$ cat config.mk
export PLATFORM = sky130hd
export DESIGN_NAME = xcvr_dir_sequencer
export DESIGN_NICKNAME = d
export VERILOG_FILES = /design/src/rtl/xds_pkg.sv /design/src/rtl/xds_delay_sel.sv /design/src/rtl/xds_timer.sv /design/src/rtl/xds_ctrl.sv /design/src/rtl/xcvr_dir_sequencer.sv
export SDC_FILE = /design/constraint.sdc
export NUM_CORES = 1
export LEC_CHECK = 0
export ABC_AREA = 1
export BUFFER_PORTS_ARGS = -buffer_cell sky130_fd_sc_hd__buf_4
export CORE_UTILIZATION = 40
export DETAILED_ROUTE_END_ITERATION = 10
export GPL_TIMING_DRIVEN = 1
export HOLD_SLACK_MARGIN = 0.02
export MAX_ROUTING_LAYER = met4
export PLACE_DENSITY_LB_ADDON = 0.25
export SLEW_MARGIN = 40
export SYNTH_ARGS = -nofsm -noshare
export SYNTH_HDL_FRONTEND = slang
export SYNTH_SLANG_ARGS = --single-unit
$ cat constraint.sdc
create_clock -name clk -period 1.2 [get_ports clk]
set_input_delay 0.12 -clock clk [delete_from_list [all_inputs] [get_ports clk]]
set_output_delay 0.12 -clock clk [all_outputs]
set_load 0.02 [all_outputs]
$ cat src/rtl/xds_pkg.sv
package xds_pkg;

   typedef enum logic [2:0] {
      ST_DISABLING  = 3'd0,
      ST_DIR_SWITCH = 3'd1,
      ST_DIR_SETTLE = 3'd2,
      ST_ENABLING   = 3'd3,
      ST_READY      = 3'd4
   } xds_state_e;

endpackage

$ cat src/rtl/xds_delay_sel.sv
module xds_delay_sel #(
   parameter int W          = 4,
   parameter int DIS_A_CYC  = 3,
   parameter int DIS_B_CYC  = 5,
   parameter int EN_A_CYC   = 4,
   parameter int EN_B_CYC   = 2,
   parameter bit PER_SIDE   = 1'b0
) (
   input  logic         off_side,
   input  logic         drive_side,
   output logic [W-1:0] dis_cyc,
   output logic [W-1:0] en_cyc
);
   localparam int DIS_MAX = (DIS_A_CYC > DIS_B_CYC) ? DIS_A_CYC : DIS_B_CYC;

   // direction 1 turns on side B outputs, direction 0 turns on side A
   assign en_cyc = drive_side ? W'(EN_B_CYC) : W'(EN_A_CYC);

   generate
      if (PER_SIDE) begin : g_per_side
         assign dis_cyc = off_side ? W'(DIS_B_CYC) : W'(DIS_A_CYC);
      end else begin : g_worst
         logic unused_side;
         assign unused_side = off_side;
         assign dis_cyc = W'(DIS_MAX);
      end
   endgenerate
endmodule

$ cat src/rtl/xds_timer.sv
module xds_timer #(
   parameter int           W       = 4,
   parameter logic [W-1:0] RST_VAL = '0
) (
   input  logic         clk,
   input  logic         rst_n,
   input  logic         load,
   input  logic [W-1:0] load_val,
   output logic         zero
);
   logic [W-1:0] cnt;

   always_ff @(posedge clk or negedge rst_n) begin
      if (!rst_n)            cnt <= RST_VAL;
      else if (load)         cnt <= load_val;
      else if (cnt != '0)    cnt <= cnt - W'(1);
   end

   assign zero = (cnt == '0);
endmodule

$ cat src/rtl/xds_ctrl.sv
module xds_ctrl
   import xds_pkg::*;
#(
   parameter int W            = 4,
   parameter int HEADROOM_CYC = 2,
   parameter bit DIR_RESET    = 1'b1
) (
   input  logic         clk,
   input  logic         rst_n,
   input  logic         req_valid,
   input  logic         req_dir,
   input  logic         t_zero,
   input  logic [W-1:0] dis_cyc,
   input  logic [W-1:0] en_cyc,
   output logic         t_load,
   output logic [W-1:0] t_val,
   output logic         sel_off,
   output logic         xcvr_dir,
   output logic         xcvr_oe_n,
   output logic         req_ready,
   output logic         xfer_ready
);
   xds_state_e state;
   logic       off_side;
   logic       take_switch;

   assign req_ready   = (state == ST_READY);
   assign xfer_ready  = (state == ST_READY);
   assign take_switch = req_ready && req_valid && (req_dir != xcvr_dir);
   assign sel_off     = (state == ST_READY) ? xcvr_dir : off_side;

   always_ff @(posedge clk or negedge rst_n) begin
      if (!rst_n) begin
         state     <= ST_DIR_SETTLE;
         xcvr_dir  <= DIR_RESET;
         xcvr_oe_n <= 1'b1;
         off_side  <= DIR_RESET;
      end else begin
         unique case (state)
            ST_READY: if (take_switch) begin
               xcvr_oe_n <= 1'b1;
               off_side  <= xcvr_dir;
               state     <= ST_DISABLING;
            end
            ST_DISABLING:  if (t_zero) state <= ST_DIR_SWITCH;
            ST_DIR_SWITCH: begin
               xcvr_dir <= ~xcvr_dir;
               state    <= ST_DIR_SETTLE;
            end
            ST_DIR_SETTLE: if (t_zero) begin
               xcvr_oe_n <= 1'b0;
               state     <= ST_ENABLING;
            end
            ST_ENABLING:   if (t_zero) state <= ST_READY;
            default:       state <= ST_DISABLING;
         endcase
      end
   end

   always_comb begin
      t_load = 1'b0;
      t_val  = '0;
      unique case (state)
         ST_READY: if (take_switch) begin
            t_load = 1'b1;
            t_val  = dis_cyc - W'(1);
         end
         ST_DIR_SWITCH: begin
            t_load = 1'b1;
            t_val  = dis_cyc + W'(HEADROOM_CYC) - W'(1);
         end
         ST_DIR_SETTLE: if (t_zero) begin
            t_load = 1'b1;
            t_val  = en_cyc - W'(1);
         end
         default: ;
      endcase
   end
endmodule

$ cat src/rtl/xcvr_dir_sequencer.sv
module xcvr_dir_sequencer #(
   parameter int DIS_A_CYC    = 3,
   parameter int DIS_B_CYC    = 5,
   parameter int EN_A_CYC     = 4,
   parameter int EN_B_CYC     = 2,
   parameter int HEADROOM_CYC = 2,
   parameter bit DIR_RESET    = 1'b1,
   parameter bit PER_SIDE_DIS = 1'b0
) (
   input  logic clk,
   input  logic rst_n,
   input  logic req_valid,
   input  logic req_dir,
   output logic req_ready,
   output logic xcvr_dir,
   output logic xcvr_oe_n,
   output logic xfer_ready
);
   localparam int DIS_MAX = (DIS_A_CYC > DIS_B_CYC) ? DIS_A_CYC : DIS_B_CYC;
   localparam int EN_MAX  = (EN_A_CYC > EN_B_CYC) ? EN_A_CYC : EN_B_CYC;
   localparam int CNT_W   = $clog2(DIS_MAX + HEADROOM_CYC + EN_MAX + 2);
   localparam int RST_DIS = PER_SIDE_DIS ? (DIR_RESET ? DIS_B_CYC : DIS_A_CYC) : DIS_MAX;
   localparam logic [CNT_W-1:0] SETTLE_RST = CNT_W'(RST_DIS + HEADROOM_CYC - 1);

   generate
      if (DIS_A_CYC < 1 || DIS_B_CYC < 1) begin : g_bad_dis
         $error("turn-off waits must be at least one cycle");
      end
      if (EN_A_CYC < 1 || EN_B_CYC < 1) begin : g_bad_en
         $error("turn-on waits must be at least one cycle");
      end
      if (HEADROOM_CYC < 0) begin : g_bad_head
         $error("headroom must not be negative");
      end
   endgenerate

   logic             t_load, t_zero, sel_off;
   logic [CNT_W-1:0] t_val, dis_cyc, en_cyc;

   xds_delay_sel #(
      .W(CNT_W), .DIS_A_CYC(DIS_A_CYC), .DIS_B_CYC(DIS_B_CYC),
      .EN_A_CYC(EN_A_CYC), .EN_B_CYC(EN_B_CYC), .PER_SIDE(PER_SIDE_DIS)
   ) u_sel (
      .off_side(sel_off), .drive_side(xcvr_dir), .dis_cyc(dis_cyc), .en_cyc(en_cyc)
   );

   xds_timer #(.W(CNT_W), .RST_VAL(SETTLE_RST)) u_tmr (
      .clk(clk), .rst_n(rst_n), .load(t_load), .load_val(t_val), .zero(t_zero)
   );

   xds_ctrl #(.W(CNT_W), .HEADROOM_CYC(HEADROOM_CYC), .DIR_RESET(DIR_RESET)) u_ctrl (
      .clk(clk), .rst_n(rst_n), .req_valid(req_valid), .req_dir(req_dir),
      .t_zero(t_zero), .dis_cyc(dis_cyc), .en_cyc(en_cyc),
      .t_load(t_load), .t_val(t_val), .sel_off(sel_off),
      .xcvr_dir(xcvr_dir), .xcvr_oe_n(xcvr_oe_n),
      .req_ready(req_ready), .xfer_ready(xfer_ready)
   );

   // cycles elapsed with outputs off, saturating; guards the turn-off gap
   logic [CNT_W-1:0] since_off;
   always_ff @(posedge clk or negedge rst_n) begin
      if (!rst_n)                 since_off <= '0;
      else if (!xcvr_oe_n)        since_off <= '0;
      else if (since_off != '1)   since_off <= since_off + CNT_W'(1);
   end

   AST_DIR_ONLY_WHILE_OFF: assert property (@(posedge clk) disable iff (!rst_n)
      (xcvr_dir != $past(xcvr_dir)) |-> (xcvr_oe_n && $past(xcvr_oe_n)));
   AST_OFF_GAP_MET: assert property (@(posedge clk) disable iff (!rst_n)
      (xcvr_dir != $past(xcvr_dir)) |-> (since_off >= dis_cyc));
   AST_READY_DRIVING: assert property (@(posedge clk) disable iff (!rst_n)
      xfer_ready |-> !xcvr_oe_n);
   AST_SAME_DIR_QUIET: assert property (@(posedge clk) disable iff (!rst_n)
      (req_valid && req_ready && (req_dir == xcvr_dir))
      |=> ($stable(xcvr_dir) && !xcvr_oe_n && req_ready));
   AST_BUSY_AFTER_SWITCH: assert property (@(posedge clk) disable iff (!rst_n)
      (req_valid && req_ready && (req_dir != xcvr_dir)) |=> (!req_ready && xcvr_oe_n));
endmodule

==> summary.md, run 1 <==
| Metric | Value |
|---|---|
| Critical path endpoint category | flop |
| Slowest CP cell | dfstp_2 |
| Die W | 39.31 µm |
| Routed length per instance | 11.46 µm |
| CTS tree | built |
| Fill count | 115 |
| CP Class | reg2reg |
| Failing checks | setup timing |
| Worst-path cell chain | inv_2 > ha_4 > nand2_8 > nor2_4 > nor2_4 > nand2_2 > nor2_1 |
| Run status | finished, violations left |
| Worst hold margin | 0.2277 ns |
| Worst EP required | 1.39 ns |
| Wl on met1 | 513 µm |
| Final net count | 105 |
| Final hold vios | 0 |
| Io pins | 8 |
| Number of flops mapped to enable cells by yosys | 0 |
| Aggregate global routing overflow | 0 |
| DIE AREA | 1545 µm² |
| Mean Syn Cell Area | 7.424 µm² |
| Clk buf depth | 2 |
| Drt initial violations | 8 |
| Crit-path most repeated cell | nor2_4 |
| Synth cell types | 21 |
| Share of layout cells above drive strength 1 | 55.56% |
| Max_slew headroom | 78.13% |
| Met2 WL post-DR | 729 µm |
| Met3 wire length | 63 µm |
| Post-synth top cells | nand2_1, nor2_1, inv_1 |
| DRT Pass-1 Iters | 4 |
| Synth area leaders | dfstp_2, dfrtp_1, nand2_1 |
| Yosys reg bits | 9 |
| Tot GR Track Use | 21.20% |
| Most numerous cell in the Yosys netlist | nand2_1 |
| Mapped cell area | 556.8 µm² |
| Cells after Synth | 75 |
| Antenna-violating nets left | 0 |
| Final setup skew | 0.002025 ns |
| Crit path max fanout | 7 |
| Buf/Inv on CP | 1 |
| CP arrival | 1.41 ns |
| Yosys top cell by area | dfstp_2 |
| Detailed placement HPWL | 852 µm |
| Die height | 39.31 µm |
| Final instance area | 835.8 µm² |
| Post-placement cell area | 660.6 µm² |
| Gpl congestion | 0.8372 |
| Leak Pwr | 0.0004230 µW |
| Initial antenna violation count | 0 |
| H-Tree Level Count | 1 |
| Synthesized netlist net count | 80 |
| Max Cap Viol | 0 |
| Worst-path clk slew | 0.06 ns |
| RSZ-0062 raised after global routing | true |
| Worst-Margin Slew | 0.3271 ns |
| Hold Crit Class | in2async |
| Number of global-route vias before repair | 521 |
| Final Setup Violations | 3 |
| First-pass GRT wire length | 2.076 mm |
| IO buf count | 7 |
| Synthesis-to-layout area growth | 50.11% |
| Root buffer cell | clkbuf_4 |
| Rows | 13 |
| Min Tclk post-route | 1.226 ns |
| Clock latency on the worst-skew pair | 0.25 ns |
| Core box area | 1301 µm² |
| # diodes | 0 |
| Vias per cell | 4.895 |
| Worst path max stage delay | 0.53 ns |
| Cell area power density | 2842 nW/µm² |
| Period utilization | 102.2% |
| Final worst slack | -0.02636 ns |
| CTS Buf Count | 3 |
| Sequential share of the synthesized area | 41.57% |
| Max VDD drop | 1401 µV |
| Final design utilization | 64.23% |
| Largest net degree at the start of global routing | 10 |
| Vias | 558 |
| Top_reg_cell synth | dfstp_2 |
| Final WL | 1.306 mm |
| Ys async rst share | 100.0% |
| Worst setup SP type | flop |
| CP delay by family, top | flip-flops |
| Max Clock Freq | 0.8154 GHz |
| Max layer used | met3 |
| Synth top area share | 23.60% |
| Max Transition Viols Final | 0 |
| Starting Density | 42.79% |
| DRC viols | 0 |
| Ys Warns | 0 |
| Clock sink total | 9 |
==> path summary, 6_finish.rpt <==
check	end	from	cells past startpoint	slack (ns)
max in group asynchronous	u_tmr.cnt[1]	rst_n	2	0.75
min in group clk	u_ctrl.xcvr_oe_n	req_valid	5	0.25
worst max register to register	u_tmr.cnt[3]	u_tmr.cnt[1]	7	-0.03
worst max-delay path	u_tmr.cnt[3]	u_tmr.cnt[1]	7	-0.03
worst min register to register	u_ctrl.xcvr_oe_n	u_ctrl.xcvr_oe_n	2	0.54
worst min-delay path	u_ctrl.state[2]	rst_n	2	0.23
==> report_power, final <==
| part | switching (µW) | total, µW | internal [µW] |
|---|---|---|---|
| Clock | 99.8 | 228 | 128 |
| Combinational | 810 | 1490 | 681 |
| Sequential | 135 | 656 | 522 |
| Total | 1040 | 2380 | 1330 |
==> metal layers <==
metal  GRT usage [%]  up-vias
met5               -        -
met4           2.586        0
met3           8.523        0
met2           35.83       11
met1           24.30      264
li1                -      283
==> sequential cells by signal, indices dropped and copies added (netlist names) <==
| register | cells |
|---|---|
| u_ctrl.xcvr_oe_n | 1 |
| u_tmr.cnt | 4 |
| u_ctrl.state | 3 |
| u_ctrl.xcvr_dir | 1 |
==> per-stage QoR <==
step | TNS, ns | total power, µW | worst slack (ns) | cells
6_report | -0.06656 | 2376 | -0.02636 | 114
5_1_grt | -0.5030 | 2587 | -0.09416 | 114
4_1_cts | -0.1176 | 2200 | -0.04312 | 111
3_5_place_dp | -0.2051 | 1739 | -0.08758 | 101
3_3_place_gp | -0.05014 | 1715 | -0.05014 | 101
2_1_floorplan | 0 | 1407 | 0.004203 | 75
==> area by class of cell <==
type / count / area [µm²] / share of cell area [%]
Sequential cell: 9 / 231.5 / 27.69
Multi-Input combinational cell: 52 / 339.1 / 40.57
Tap cell: 15 / 18.77 / 2.246
Timing Repair Buffer: 21 / 171.4 / 20.51
Clock buffer: 4 / 26.28 / 3.144
Inverter: 13 / 48.80 / 5.838
==> cells by family after synthesis <==
family / share of synthesized area (%)
and+or+nand+nor: 41.80
DFF: 41.57
buffers and inverters: 10.11
xor gates and xnor gates: 1.573
AOI/OAI and AO/OA: 2.696
adders and majority gates: 2.247
==> repair_timing <==
action | in CTS | in global routing
hold buffers | 1 | 0
gates resized for setup | 10 | 10
pin swaps | 8 | 7
setup buffers | 5 | 4
hold endpoints to repair | 9 | 0
setup endpoints to repair | 8 | 10
==> worst reg2reg max path, delay by kind of cell (launching register included) <==
kind	cells	cell delay (ns)
DFF	1	0.53
adders and majority gates	1	0.18
and+or+nand+nor	5	0.42
buffers and inverters	1	0.04
==> layout by cell type, fill, tap and decap left out, drive strengths merged, types with 2 or more instances in the layout <==
cell type / n
o21ai: 2
clkbuf: 4
dfrtp: 4
inv: 13
nand2: 22
nor2: 12
nor3: 2
dfstp: 5
nand3: 9
buf: 20
(Power assumes the default switching activity.)
==> run 2: changes to the inputs <==
CTS_BUF_LIST = sky130_fd_sc_hd__clkbuf_8   (was not set)
==> summary.md, run 2 (synthesis gave the netlist of run 1 again) <==
| Metric | Value |
|---|---|
| Die height | 39.31 µm (unchanged) |
| Starting Density | 42.79% (unchanged) |
| # diodes | 0 (unchanged) |
| Max VDD drop | 1632 µV (+17%) |
| Fill count | 116 (+0.87%) |
| Max FFs per register | 4 (unchanged) |
| Synthesis-to-layout area growth | 54.38% |
| Final design utilization | 66.06% (+1.8 points) |
| Die W | 39.31 µm (unchanged) |
| Clk buf depth | 2 (unchanged) |
| Period utilization | 101.2% (-0.99 points) |
| CTS Buf Count | 3 (unchanged) |
| Critical path endpoint category | primary output |
| Crit-path most repeated cell | inv_2 |
| Final net count | 105 (unchanged) |
| Io pins | 8 (unchanged) |
| Buf/Inv on CP | 3 (+2) |
| RSZ-0062 raised after global routing | true |
| Rows | 13 (unchanged) |
| Final Setup Violations | 4 (+1) |
| Aggregate global routing overflow | 0 (unchanged) |
| Dpl ws | -0.08758 ns (unchanged) |
| Drt initial violations | 9 (+1) |
| DRC viols | 0 (unchanged) |
| Worst hold margin | 0.2581 ns (+0.03039 ns) |
| H-Tree Level Count | 1 (unchanged) |
| Final hold vios | 0 (unchanged) |
| Number of global-route vias before repair | 516 (-0.96%) |
| CTS tree | built |
| Levels on crit path | 4 (-3) |
| Worst setup SP type | flop |
| CP arrival | 1.09 ns (-0.32 ns) |
| Vias | 548 (-1.8%) |
| DRT Pass-1 Iters | 4 (unchanged) |
| Vias per cell | 4.807 (-1.8%) |
| Largest net degree at the start of global routing | 10 (unchanged) |
| Initial antenna violation count | 0 (unchanged) |
| Routed length per instance | 12.04 µm (+5.1%) |
| Cell area power density | 2933 nW/µm² (+3.2%) |
| Slowest CP cell | dfstp_2 |
| Clock sink total | 9 (unchanged) |
| Share of layout cells above drive strength 1 | 56.57% (+1.0 points) |
| First-pass GRT wire length | 2.083 mm (+0.34%) |
| IO buf count | 7 (unchanged) |
| Clock latency on the worst-skew pair | 0.23 ns (-0.02 ns) |
| Final setup skew | 0.001706 ns (-0.0003183 ns) |
| Commonest cells after routing, fill and taps aside | nand2_1, buf_4, inv_2 |
| Tot GR Track Use | 21.69% (+0.49 points) |
| Detailed placement HPWL | 852 µm (unchanged) |
| Max Cap Viol | 0 (unchanged) |
| Largest registers | u_tmr.cnt (4), u_ctrl.state (3) |
| DIE AREA | 1545 µm² (unchanged) |
| Max_slew headroom | 77.81% (-0.31 points) |
| Leak Pwr | 0.0004375 µW (+3.4%) |
| Worst-path clk slew | 0.04 ns (-0.02 ns) |
| Largest Register | u_tmr.cnt |
| Core box area | 1301 µm² (unchanged) |
| Min Tclk post-route | 1.215 ns (-0.01184 ns) |
| Final worst slack | -0.01452 ns (+0.01184 ns) |
| Max Transition Viols Final | 0 (unchanged) |
| Crit path max fanout | 3 (-4) |
| Hold Crit Class | in2async |
| Final WL | 1.372 mm (+5.1%) |
| Worst-path cell chain | inv_2 > nand3_2 > inv_2 > buf_6 |
| CP delay by family, top | flip-flops |
| Root buffer cell | clkbuf_8 |
| Worst-Margin Slew | 0.3317 ns (+0.004659 ns) |
| Max Clock Freq | 0.8234 GHz (+0.97%) |
| Failing checks | setup timing |
| Worst EP required | 1.08 ns (-0.31 ns) |
| Worst path max stage delay | 0.55 ns (+0.02 ns) |
| Gpl congestion | 0.8372 (unchanged) |
| R2R cell count | 7 (unchanged) |
| CP Class | reg2out |
| Run status | finished, violations left |
| Antenna-violating nets left | 0 (unchanged) |
[run 2: cell types whose count changed in the layout (fill, tap and decap cells not counted), sizes merged]
cell	delta
clkbuf	-1
inv	+1
[run 2: cell type report]
type                            instances  area (µm²)  share of cell area, %
Multi-Input combinational cell         52       341.6                  39.74
Sequential cell                         9       234.0                  27.22
Timing Repair Buffer                   21       171.4                  19.94
Inverter                               13       48.80                  5.677
Clock buffer                            3       41.29                  4.803
Tap cell                               15       18.77                  2.183
Clock inverter                          1       3.754                 0.4367
[run 2: per-stage QoR]
step	setup TNS, ns	power [µW]	instances	area (µm²)
after floorplan	0	1407	75	559.3
after global placement	-0.05014	1715	101	660.6
after detailed placement	-0.2051	1739	101	660.6
after CTS	-0.09810	2255	111	783.3
after global routing	-0.3461	2720	114	859.6
final	-0.04105	2521	114	859.6
[run 2: repair_timing]
action,in CTS,in global routing
endpoints found under the hold margin,9,0
setup endpoints to repair,8,10
hold buffers,1,0
pin swaps,8,6
buffers inserted,5,4
gates resized for setup,7,16
[run 2: report_power, final]
part,internal [µW],total (µW),leakage (µW),switching [µW]
logic,695,1520,0.000310,821
registers,528,668,0.000101,140
clock network,222,337,0.0000269,115
[run 2: metal layers]
layer  part of all wire, %  track usage, %
met1                    47           23.94
met2                    50           35.42
met3                   2.7           8.523
met4                  0.58           7.759
met5                     0               -
[run 2: worst paths after layout]
check	slack (ns)	to	startpoint
setup / recovery	-0.01	xfer_ready	u_ctrl.state[1]
hold / removal	0.26	u_ctrl.state[2]	rst_n
setup reg to reg	-0.01	u_tmr.cnt[0]	u_tmr.cnt[1]
hold reg to reg	0.58	u_ctrl.xcvr_oe_n	u_ctrl.xcvr_oe_n
max in group asynchronous	0.72	u_tmr.cnt[1]	rst_n
min in group clk	0.30	u_tmr.cnt[3]	req_dir
